===== config.mk =====
export PLATFORM = sky130hd
export DESIGN_NAME = excite_peak_finder
export DESIGN_NICKNAME = d
export VERILOG_FILES = /design/src/rtl/ppf_pkg.sv /design/src/rtl/ppf_phase_ctr.sv /design/src/rtl/ppf_period_peak.sv /design/src/rtl/ppf_run_judge.sv /design/src/rtl/excite_peak_finder.sv
export SDC_FILE = /design/constraint.sdc
export NUM_CORES = 1
export LEC_CHECK = 0
export BUFFER_PORTS_ARGS = -buffer_cell sky130_fd_sc_hd__buf_4
export CAP_MARGIN = 30
export CELL_PAD_IN_SITES_DETAIL_PLACEMENT = 1
export CELL_PAD_IN_SITES_GLOBAL_PLACEMENT = 2
export CORE_MARGIN = 8
export CORE_UTILIZATION = 35
export CTS_BUF_LIST = sky130_fd_sc_hd__clkbuf_8
export DETAILED_ROUTE_END_ITERATION = 10
export GPL_ROUTABILITY_DRIVEN = 1
export HOLD_SLACK_MARGIN = 0.08
export PLACE_DENSITY_LB_ADDON = 0.1
export SLEW_MARGIN = 20
export SYNTH_ARGS = -nofsm -noshare
export SYNTH_HDL_FRONTEND = slang
export SYNTH_SLANG_ARGS = --single-unit

===== constraint.sdc =====
create_clock -name clk -period 5.6 [get_ports clk]
set_input_delay 1.12 -clock clk [delete_from_list [all_inputs] [get_ports clk]]
set_output_delay 1.12 -clock clk [all_outputs]
set_load 0.02 [all_outputs]

===== src/rtl/ppf_pkg.sv =====
package ppf_pkg;

  typedef enum logic {CH_SIN = 1'b0, CH_COS = 1'b1} chan_e;

  // absolute value of a sign-extended sample
  function automatic logic [31:0] mag32(input logic signed [31:0] v);
    return (v < 0) ? 32'(-v) : 32'(v);
  endfunction

  // two phase indices agree when their distance is within tol
  function automatic logic near(input int unsigned a, input int unsigned b,
                                input int unsigned tol);
    return ((a > b) ? (a - b) : (b - a)) <= tol;
  endfunction

  // trough dominates when its magnitude exceeds the crest value
  function automatic logic trough_wins(input logic signed [31:0] crest,
                                       input logic signed [31:0] trough);
    return (trough < 0) && (-trough > crest);
  endfunction

endpackage


===== src/rtl/ppf_phase_ctr.sv =====
module ppf_phase_ctr #(
  parameter int PHASE_W = 8
) (
  input  logic               clk,
  input  logic               rst_n,
  input  logic               adv,
  input  logic [PHASE_W-1:0] last_idx,
  output logic [PHASE_W-1:0] phase,
  output logic               wrap
);

  assign wrap = adv && (phase >= last_idx);

  always_ff @(posedge clk or negedge rst_n) begin
    if (!rst_n)   phase <= '0;
    else if (adv) phase <= wrap ? '0 : phase + 1'b1;
  end


  wrap_to_zero_chk: assert property (@(posedge clk) disable iff (!rst_n)
    wrap |=> phase == '0);

  step_chk: assert property (@(posedge clk) disable iff (!rst_n)
    adv && !wrap |=> phase == $past(phase) + 1'b1);

  idle_hold_chk: assert property (@(posedge clk) disable iff (!rst_n)
    !adv |=> $stable(phase));

endmodule


===== src/rtl/ppf_period_peak.sv =====
module ppf_period_peak
  import ppf_pkg::*;
#(
  parameter int SAMPLE_W = 16,
  parameter int PHASE_W  = 8
) (
  input  logic                       clk,
  input  logic                       rst_n,
  input  logic                       adv,
  input  logic                       first,
  input  logic [PHASE_W-1:0]         phase,
  input  logic signed [SAMPLE_W-1:0] x,
  output logic [PHASE_W-1:0]         idx_n,
  output logic                       neg_dom_n
);

  logic signed [SAMPLE_W-1:0] max_r, min_r, max_n, min_n;
  logic [PHASE_W-1:0]         idx_r;
  logic                       take_new;

  // strict compare keeps the earliest phase on ties
  always_comb begin
    take_new  = first || (x > max_r);
    max_n     = take_new ? x : max_r;
    idx_n     = take_new ? phase : idx_r;
    min_n     = (first || (x < min_r)) ? x : min_r;
    neg_dom_n = trough_wins(32'(max_n), 32'(min_n));
  end

  always_ff @(posedge clk or negedge rst_n) begin
    if (!rst_n) begin
      max_r <= '0;
      min_r <= '0;
      idx_r <= '0;
    end else if (adv) begin
      max_r <= max_n;
      min_r <= min_n;
      idx_r <= idx_n;
    end
  end


  idx_le_phase_chk: assert property (@(posedge clk) disable iff (!rst_n)
    adv |-> idx_n <= phase);

  crest_grows_chk: assert property (@(posedge clk) disable iff (!rst_n)
    adv && !first |=> max_r >= $past(max_r));

endmodule


===== src/rtl/ppf_run_judge.sv =====
module ppf_run_judge
  import ppf_pkg::*;
#(
  parameter int PHASE_W    = 8,
  parameter int MATCH_RUNS = 4,
  parameter int MATCH_TOL  = 1
) (
  input  logic               clk,
  input  logic               rst_n,
  input  logic               clr,
  input  logic               eval,
  input  logic [PHASE_W-1:0] cand_idx,
  input  logic               cand_neg,
  output logic               done,
  output logic [PHASE_W-1:0] res_idx,
  output logic               res_flip
);

  localparam int CNT_W = $clog2(MATCH_RUNS + 1);

  logic [CNT_W-1:0]   run_cnt, run_nxt;
  logic [PHASE_W-1:0] prev_idx;
  logic               agrees;

  always_comb begin
    agrees  = near(32'(cand_idx), 32'(prev_idx), MATCH_TOL);
    run_nxt = (run_cnt == '0 || !agrees) ? CNT_W'(1) : run_cnt + 1'b1;
  end

  always_ff @(posedge clk or negedge rst_n) begin
    if (!rst_n) begin
      run_cnt  <= '0;
      prev_idx <= '0;
      done     <= 1'b0;
      res_idx  <= '0;
      res_flip <= 1'b0;
    end else if (clr) begin
      run_cnt  <= '0;
      prev_idx <= '0;
      done     <= 1'b0;
      res_idx  <= '0;
      res_flip <= 1'b0;
    end else if (eval && !done) begin
      run_cnt  <= run_nxt;
      prev_idx <= cand_idx;
      if (run_nxt == CNT_W'(MATCH_RUNS)) begin
        done     <= 1'b1;
        res_idx  <= cand_idx;
        res_flip <= cand_neg;
      end
    end
  end


  done_only_on_eval_chk: assert property (@(posedge clk) disable iff (!rst_n)
    !done && !eval |=> !done);

  done_hold_chk: assert property (@(posedge clk) disable iff (!rst_n)
    done && !clr |=> done && $stable(res_idx) && $stable(res_flip));

  restart_chk: assert property (@(posedge clk) disable iff (!rst_n)
    eval && !done && !clr && run_cnt != '0 && !agrees |=> run_cnt == CNT_W'(1));

endmodule


===== src/rtl/excite_peak_finder.sv =====
module excite_peak_finder
  import ppf_pkg::*;
#(
  parameter int SAMPLE_W   = 16,
  parameter int PHASE_W    = 8,
  parameter int MATCH_RUNS = 4,
  parameter int MATCH_TOL  = 1
) (
  input  logic                clk,
  input  logic                rst_n,
  input  logic                enable,
  input  logic                chan_sel,
  input  logic                smp_valid,
  input  logic [SAMPLE_W-1:0] sin_smp,
  input  logic [SAMPLE_W-1:0] cos_smp,
  input  logic [SAMPLE_W-1:0] thresh,
  input  logic [PHASE_W-1:0]  period_last,
  output logic [PHASE_W-1:0]  phase_now,
  output logic [PHASE_W-1:0]  ideal_time,
  output logic                done,
  output logic                flip180
);

  logic signed [SAMPLE_W-1:0] sel_smp;
  logic                       over_thr, arm_evt, armed, live;
  logic                       wrap, track_adv, period_end;
  logic [PHASE_W-1:0]         cand_idx;
  logic                       cand_neg;

  assign sel_smp    = (chan_e'(chan_sel) == CH_COS) ? $signed(cos_smp) : $signed(sin_smp);
  assign over_thr   = mag32(32'(sel_smp)) > 32'(thresh);
  assign arm_evt    = enable && smp_valid && over_thr;
  assign track_adv  = enable && live && smp_valid;
  assign period_end = track_adv && wrap;

  ppf_phase_ctr #(.PHASE_W(PHASE_W)) u_ctr (
    .clk(clk), .rst_n(rst_n), .adv(smp_valid), .last_idx(period_last),
    .phase(phase_now), .wrap(wrap)
  );

  always_ff @(posedge clk or negedge rst_n) begin
    if (!rst_n) begin
      armed <= 1'b0;
      live  <= 1'b0;
    end else if (!enable) begin
      armed <= 1'b0;
      live  <= 1'b0;
    end else begin
      if (arm_evt) armed <= 1'b1;
      if (wrap && (armed || arm_evt)) live <= 1'b1;
    end
  end

  ppf_period_peak #(.SAMPLE_W(SAMPLE_W), .PHASE_W(PHASE_W)) u_peak (
    .clk(clk), .rst_n(rst_n), .adv(track_adv), .first(phase_now == '0),
    .phase(phase_now), .x(sel_smp), .idx_n(cand_idx), .neg_dom_n(cand_neg)
  );

  ppf_run_judge #(.PHASE_W(PHASE_W), .MATCH_RUNS(MATCH_RUNS), .MATCH_TOL(MATCH_TOL)) u_judge (
    .clk(clk), .rst_n(rst_n), .clr(!enable), .eval(period_end),
    .cand_idx(cand_idx), .cand_neg(cand_neg),
    .done(done), .res_idx(ideal_time), .res_flip(flip180)
  );


  live_needs_arm_chk: assert property (@(posedge clk) disable iff (!rst_n)
    live |-> armed);

  enable_drop_chk: assert property (@(posedge clk) disable iff (!rst_n)
    !enable |=> !done && !flip180 && ideal_time == '0);

  flip_with_done_chk: assert property (@(posedge clk) disable iff (!rst_n)
    flip180 |-> done);

endmodule


==> Word level (Yosys, flattened, before mapping) <==
Index checks and enable logic that the tools add are counted.
{ "word_totals": {"regBits": 71, "input_bits": 61} }
{ "classes": {"addsub": 6, "n_lt_le_gt_ge": 9, "n_eq_ne": 5, "n_mux": 25, "n_reduce_logical": 18} }
{ "ops": {"columns": ["op", "n"], "rows": [
  ["$gt A32 B16 Y1", 2],
  ["$mux W32", 2],
  ["$neg A16 Y32", 2],
  ["$mux W8", 7],
  ["$mux W16", 3],
  ["$le A32 B1 Y1 const B", 1],
  ["$lt A16 B1 Y1 const B", 2],
  ["$sub A8 B8 Y9", 2],
  ["$gt A16 B16 Y1", 1],
  ["$lt A16 B16 Y1", 1],
  ["$mux W1", 10],
  ["$logic_and A1 B1 Y1", 9],
  ["$mux W3", 3],
  ["$add A8 B1 Y8 const B", 1],
  ["$ge A8 B8 Y1", 1],
  ["$gt A8 B8 Y1", 1],
  ["$logic_not A8 Y1", 1],
  ["$ne A2 B1 Y1 const B", 4],
  ["$logic_or A1 B1 Y1", 4],
  ["$add A3 B1 Y3 const B", 1],
  ["$eq A3 B3 Y1 const B", 1],
  ["$logic_not A3 Y1", 1],
  ["$logic_not A1 Y1", 2],
  ["$reduce_and A2 Y1", 1]
]} }

==> Depth between registers and ports, before layout <==
{ "logic_depth": {"depth_word": 14, "mapped_depth": 28, "ltp_nobuf": 23} }

==> Hierarchy <==
Synthesis repeated with hierarchy kept, for this count alone.
{ "hier_totals": {"hier_cells": 883, "hier_area_um2": 7664.9} }
{ "modules_own_cells": {"columns": ["module", "instances", "cells_per_inst", "area_each_um2"], "rows": [
  ["ppf_period_peak", 1, 430, 4023.9],
  ["ppf_run_judge", 1, 233, 1914.3],
  ["excite_peak_finder", 1, 152, 1132.3],
  ["ppf_phase_ctr", 1, 68, 594.3]
]} }

==> Least setup slack after synthesis <==
Ideal clock, no wire load.
{ "synth_timing": {"path_type": "input port to flip-flop", "from": "in chan_sel", "to": "reg u_judge.res_flip", "setup_ns": 0.124, "arrival_ns": 6.419, "t_required_ns": 5.476, "setup_slack_ns": -0.943, "cell_stages": 24, "path_cell_list": "buf_4 -> buf_2 -> buf_6 -> mux2i_1 -> inv_1 -> ha_1 -> a2111oi_0 -> o21ai_0 -> a21oi_1 -> a21oi_4 -> buf_6 -> mux2i_1 -> ha_1 -> clkbuf_1 -> nand2_1 -> nor4_1 -> a211oi_1 -> ha_1 -> nand3_1 -> nor3_1 -> nand2_1 -> or4_1 -> nand4b_1 -> mux2i_1"} }
{ "synth_between": {"elab_chain_len": 13, "word_cells_on_any_way": 26} }
{ "synth_lines": {"columns": ["element", "line_no", "rtl"], "rows": [
  ["start: declaration", "excite_peak_finder.sv:12", "input logic chan_sel,"],
  ["$mux W16 *", "excite_peak_finder.sv:30", "assign sel_smp = (chan_e'(chan_sel) == CH_COS) ? $signed(cos_smp) : $signed(sin_smp);"],
  ["$gt A16 B16 Y1", "ppf_period_peak.sv:23", "take_new = first || (x > max_r);"],
  ["$logic_or A1 B1 Y1", "ppf_period_peak.sv:23", null],
  ["$mux W8", "ppf_period_peak.sv:25", "idx_n = take_new ? phase : idx_r;"],
  ["$sub A8 B8 Y9 or $gt A8 B8 Y1 (tied branches)", "ppf_pkg.sv:13", "return ((a > b) ? (a - b) : (b - a)) <= tol;"],
  ["$mux W32", "ppf_pkg.sv:13", null],
  ["$le A32 B1 Y1", "ppf_pkg.sv:13", null],
  ["$logic_not A1 Y1", "ppf_run_judge.sv:27", "run_nxt = (run_cnt == '0 || !agrees) ? CNT_W'(1) : run_cnt + 1'b1;"],
  ["$logic_or A1 B1 Y1", "ppf_run_judge.sv:27", null],
  ["$mux W3", "ppf_run_judge.sv:27", null],
  ["$eq A3 B3 Y1", "ppf_run_judge.sv:46", "if (run_nxt == CNT_W'(MATCH_RUNS)) begin"],
  ["$ne A2 B1 Y1 (no source line)", null, null],
  ["$reduce_and A2 Y1 (no source line)", null, null],
  ["end signal: assignment", "ppf_run_judge.sv:49", "res_flip <= cand_neg;"],
  ["end: declaration", "ppf_run_judge.sv:16", "output logic res_flip"]
]} }
Every way passes the cells marked *; elsewhere a longest branch is shown, timed or not. The select of a mux whose other input is x is not followed.
A chain may end at the register's enable or synchronous reset.

==> Worst setup path in the final report <==
Ends and elaborated chain as after synthesis.

==> flow_metrics.tcl <==
set metrics [dict create \
    fin_crit_ns 5.39 \
    start_kind "input pin" \
    fmax_ghz 0.186 \
    antenna_cells 0 \
    cts_buffer_depth 2 \
    drt-total-wl_um 25200 \
    root_buffer "clkbuf_8" \
    ys_types 75 \
    dp_hpwl_um 21000 \
    async_flop_share_pct 100 \
    syn-num-nets 1068 \
    stdcell_area_sq_mm 0.00945 \
    htree_levels 3 \
    grt_overflow 0 \
    leakage_nw 4.64 \
    run_status "finished clean" \
    via_count 7175 \
    setup_slack_ns 0.214 \
    path_clk_slew_ns 0.08 \
    regArea_sq_mm 0.00178 \
    nFillCells 2522 \
    dr.pass1.iters 4 \
    layout.nets 1241 \
    cp_num_buf_inv 6 \
    hold_viol_final 0 \
    finalClockSkew_ns 0.0194 \
    routabilityCongestion 0.880 \
    critical_path_required_ns 5.86 \
    yosys_warnings 0 \
    avgSynthCellArea_sq_um 8.19 \
    route.detailed.drc 0 \
    end_kind "flip-flop" \
    powerDensity_mw_per_mm2 277 \
    clock_sinks 71 \
    hold_path_class "reg2reg" \
    synth_flop_cell "dfrtp_1" \
    cts_made_buffers 9 \
    rows 53 \
    slowest_stage "or4_4" \
    setup_viol 0 \
    max_stage_delay_ns 0.42 \
    grt_usage_pct 19.8 \
    hold_ws_ns 0.498 \
    crit_chain "buf_12, buf_12, mux2i_4, inv_2, ha_1, a2111oi_2, o21ai_1, a21oi_2, a21oi_4, mux2i_2, ha_2, buf_4, nand4_1, nor4_4, buf_6, buf_4, a211oi_1, ha_1, nand4_1, nor2_1, nand2_2, or4_4, nand4b_1, mux2i_1" \
    synth-edff-count 0 \
    io_buffers 78 \
    pre_cts_slack_ns -0.544 \
    crit_family "simple AND/OR/NAND/NOR gates" \
    worst_slew_pin_slew_ns 0.999 \
    relSlewSlack_pct 32.9 \
    antenna_found_initial 0 \
    ys_ff_latch 71 \
    critPathArrivalTime_ns 5.65 \
    dpl_cell_area_sq_mm 0.00911 \
    synth_area_sq_mm 0.00733 \
    initial_core_util_pct 35.2 \
    wl_per_cell_um 18.7 \
    multi_input_area_sq_mm 0.00524 \
    fin_util_pct 45.4 \
    die_h_um 161 \
    crit_type "in2reg" \
    yosysSeqAreaShare_pct 24.2 \
    crit_fanout 15 \
    cts_tree "yes" \
    drv_slew 0 \
    cap_violations 0 \
    area_delta_synth_final_pct 28.9 \
    drtAntennaViolNets 0 \
    vias_per_cell 5.32 \
    dieArea_sq_mm 0.0258 \
    netlist_instances 895 \
    grt_pass1_vias 8092 \
    insertion_delay_ns 0.39 \
    core_region_area_sq_mm 0.0208 \
    post-route-period-util_pct 96.2 \
    grt_pass1_wl_um 41700 \
    tns_ns 0 \
    final_layout_size_suffix_gt1_share_pct 24.8 \
    first_iter_violations 267 \
    die_w_um 161 \
    grt_max_degree 72 \
    hold_buffers 0 \
    peakVddDrop_uv 173 \
    io_pins 79 \
]
==> cell type report <==
cell class                 instances  share of cell area (%)
sequential                        71                    18.8
multi-input combinational        687                    55.5
clock inverter                     7                   0.675
tap                              275                    3.64
timing repair buffer             190                    15.7
inverter                         109                    4.34
clock buffer                       9                    1.31
==> path summary, 6_finish.rpt <==
path	to	cells past startpoint	startpoint	slack (ns)
max in group asynchronous	u_peak.min_r[9]$_DFFE_PN0P_	2	rst_n	4.31
min reg2reg	armed$_DFFE_PN0P_	2	armed$_DFFE_PN0P_	0.50
max	u_judge.res_flip$_DFFE_PN0P_	24	chan_sel	0.21
min in group asynchronous	u_ctr.phase[3]$_DFFE_PN0P_	1	rst_n	0.66
max reg2reg	u_judge.res_flip$_DFFE_PN0P_	21	u_ctr.phase[0]$_DFFE_PN0P_	0.76
min	armed$_DFFE_PN0P_	2	armed$_DFFE_PN0P_	0.50
==> placed cells by master (no fill, tap or decap), drive strengths merged, types with 5 or more instances in the layout <==
cell type  count
clkbuf         9
xor2           5
a31oi          8
dfrtp         71
xnor2         38
buf          190
nor4           9
o22ai          5
nand2         71
nor3          23
o21ai         59
a21oi         70
nand2b        13
nand3         26
inv          112
o31ai          5
a211oi        17
nor2          81
and2           9
a21o           8
ha           110
nand4         20
mux2i         45
==> Yosys cell counts (3+ instances only) <==
| library cell | number | share of area [%] |
|---|---|---|
| o21ai_0 | 56 | 3.8 |
| buf_6 | 4 | 0.61 |
| a211oi_1 | 17 | 1.7 |
| mux2i_1 | 44 | 6.0 |
| or2_2 | 3 | 0.26 |
| ha_1 | 110 | 19 |
| nand2b_1 | 13 | 1.1 |
| o21ai_1 | 3 | 0.20 |
| a21oi_1 | 68 | 4.6 |
| xor2_1 | 5 | 0.60 |
| buf_2 | 13 | 0.89 |
| inv_1 | 106 | 5.4 |
| nand3_1 | 26 | 1.8 |
| o31ai_1 | 5 | 0.51 |
| nor3_1 | 23 | 1.6 |
| nor2_1 | 79 | 4.0 |
| o211ai_1 | 4 | 0.41 |
| o22ai_1 | 5 | 0.43 |
| and2_1 | 9 | 0.77 |
| o21a_1 | 3 | 0.31 |
| nor4_1 | 7 | 0.60 |
| o21bai_1 | 4 | 0.41 |
| a31oi_1 | 7 | 0.60 |
| a21o_1 | 8 | 0.82 |
| nand4_1 | 19 | 1.6 |
| nand2_1 | 71 | 3.6 |
| xnor2_1 | 38 | 4.5 |
| mux2_2 | 3 | 0.46 |
| nor3b_1 | 4 | 0.41 |
| dfrtp_1 | 71 | 24 |
| clkbuf_1 | 10 | 0.51 |
==> cells by family (layout without fill, tap and decap cells) <==
logic type                 count (synthesis)  after routing  synth area share, %
AOI/OAI and AO/OA                        210            210                 18.2
xor gates and xnor gates                  43             43                 5.14
adders and majority gates                112            112                 19.3
buffers and inverters                    137            315                 7.70
DFF                                       71             71                 24.2
muxes                                     49             49                 6.98
and+or+nand+nor                          273            273                 18.4
==> worst min-delay path, cell delays in order (launching register included) <==
cell     delay, ns
dfrtp_1       0.36
nand2_1       0.06
nand2_1       0.05
==> power by group <==
group          total, W  switching [W]  internal [W]
registers      0.000630      0.0000783      0.000552
clock network  0.000411       0.000240      0.000171
logic           0.00157       0.000857      0.000717
==> what timing repair did <==
action                                 CTS  global route
endpoints found under the hold margin    0             0
pin swaps                                0            10
setup endpoints to repair               10            13
cloned                                   0             0
buffers inserted                         1             3
resized for setup                        2            18
==> flip-flops by register name, indices dropped and copies added, names as in the netlist <==
register	count
u_peak.max_r	16
u_peak.min_r	16
u_ctr.phase	8
u_judge.prev_idx	8
u_judge.res_idx	8
u_peak.idx_r	8
u_judge.run_cnt	3
armed	1
live	1
u_judge.done	1
u_judge.res_flip	1
==> stage by stage <==
| step | std cells | total power [W] |
|---|---|---|
| global route | 1348 | 0.00282 |
| floorplan | 895 | 0.00160 |
| CTS | 1344 | 0.00260 |
| detailed placement | 1327 | 0.00217 |
| finish | 1348 | 0.00261 |
| global placement | 1327 | 0.00210 |
==> layer usage <==
metal / GRT usage, % / part of all wire [%] / vias up
met5: 0 / 0 / -
met2: 37.8 / 52 / 105
li1: - / - / 3491
met4: 6.27 / 2.5 / 0
met3: 2.99 / 2.5 / 42
met1: 22.1 / 43 / 3537
No activity file was read; power rests on OpenSTA's default activity.
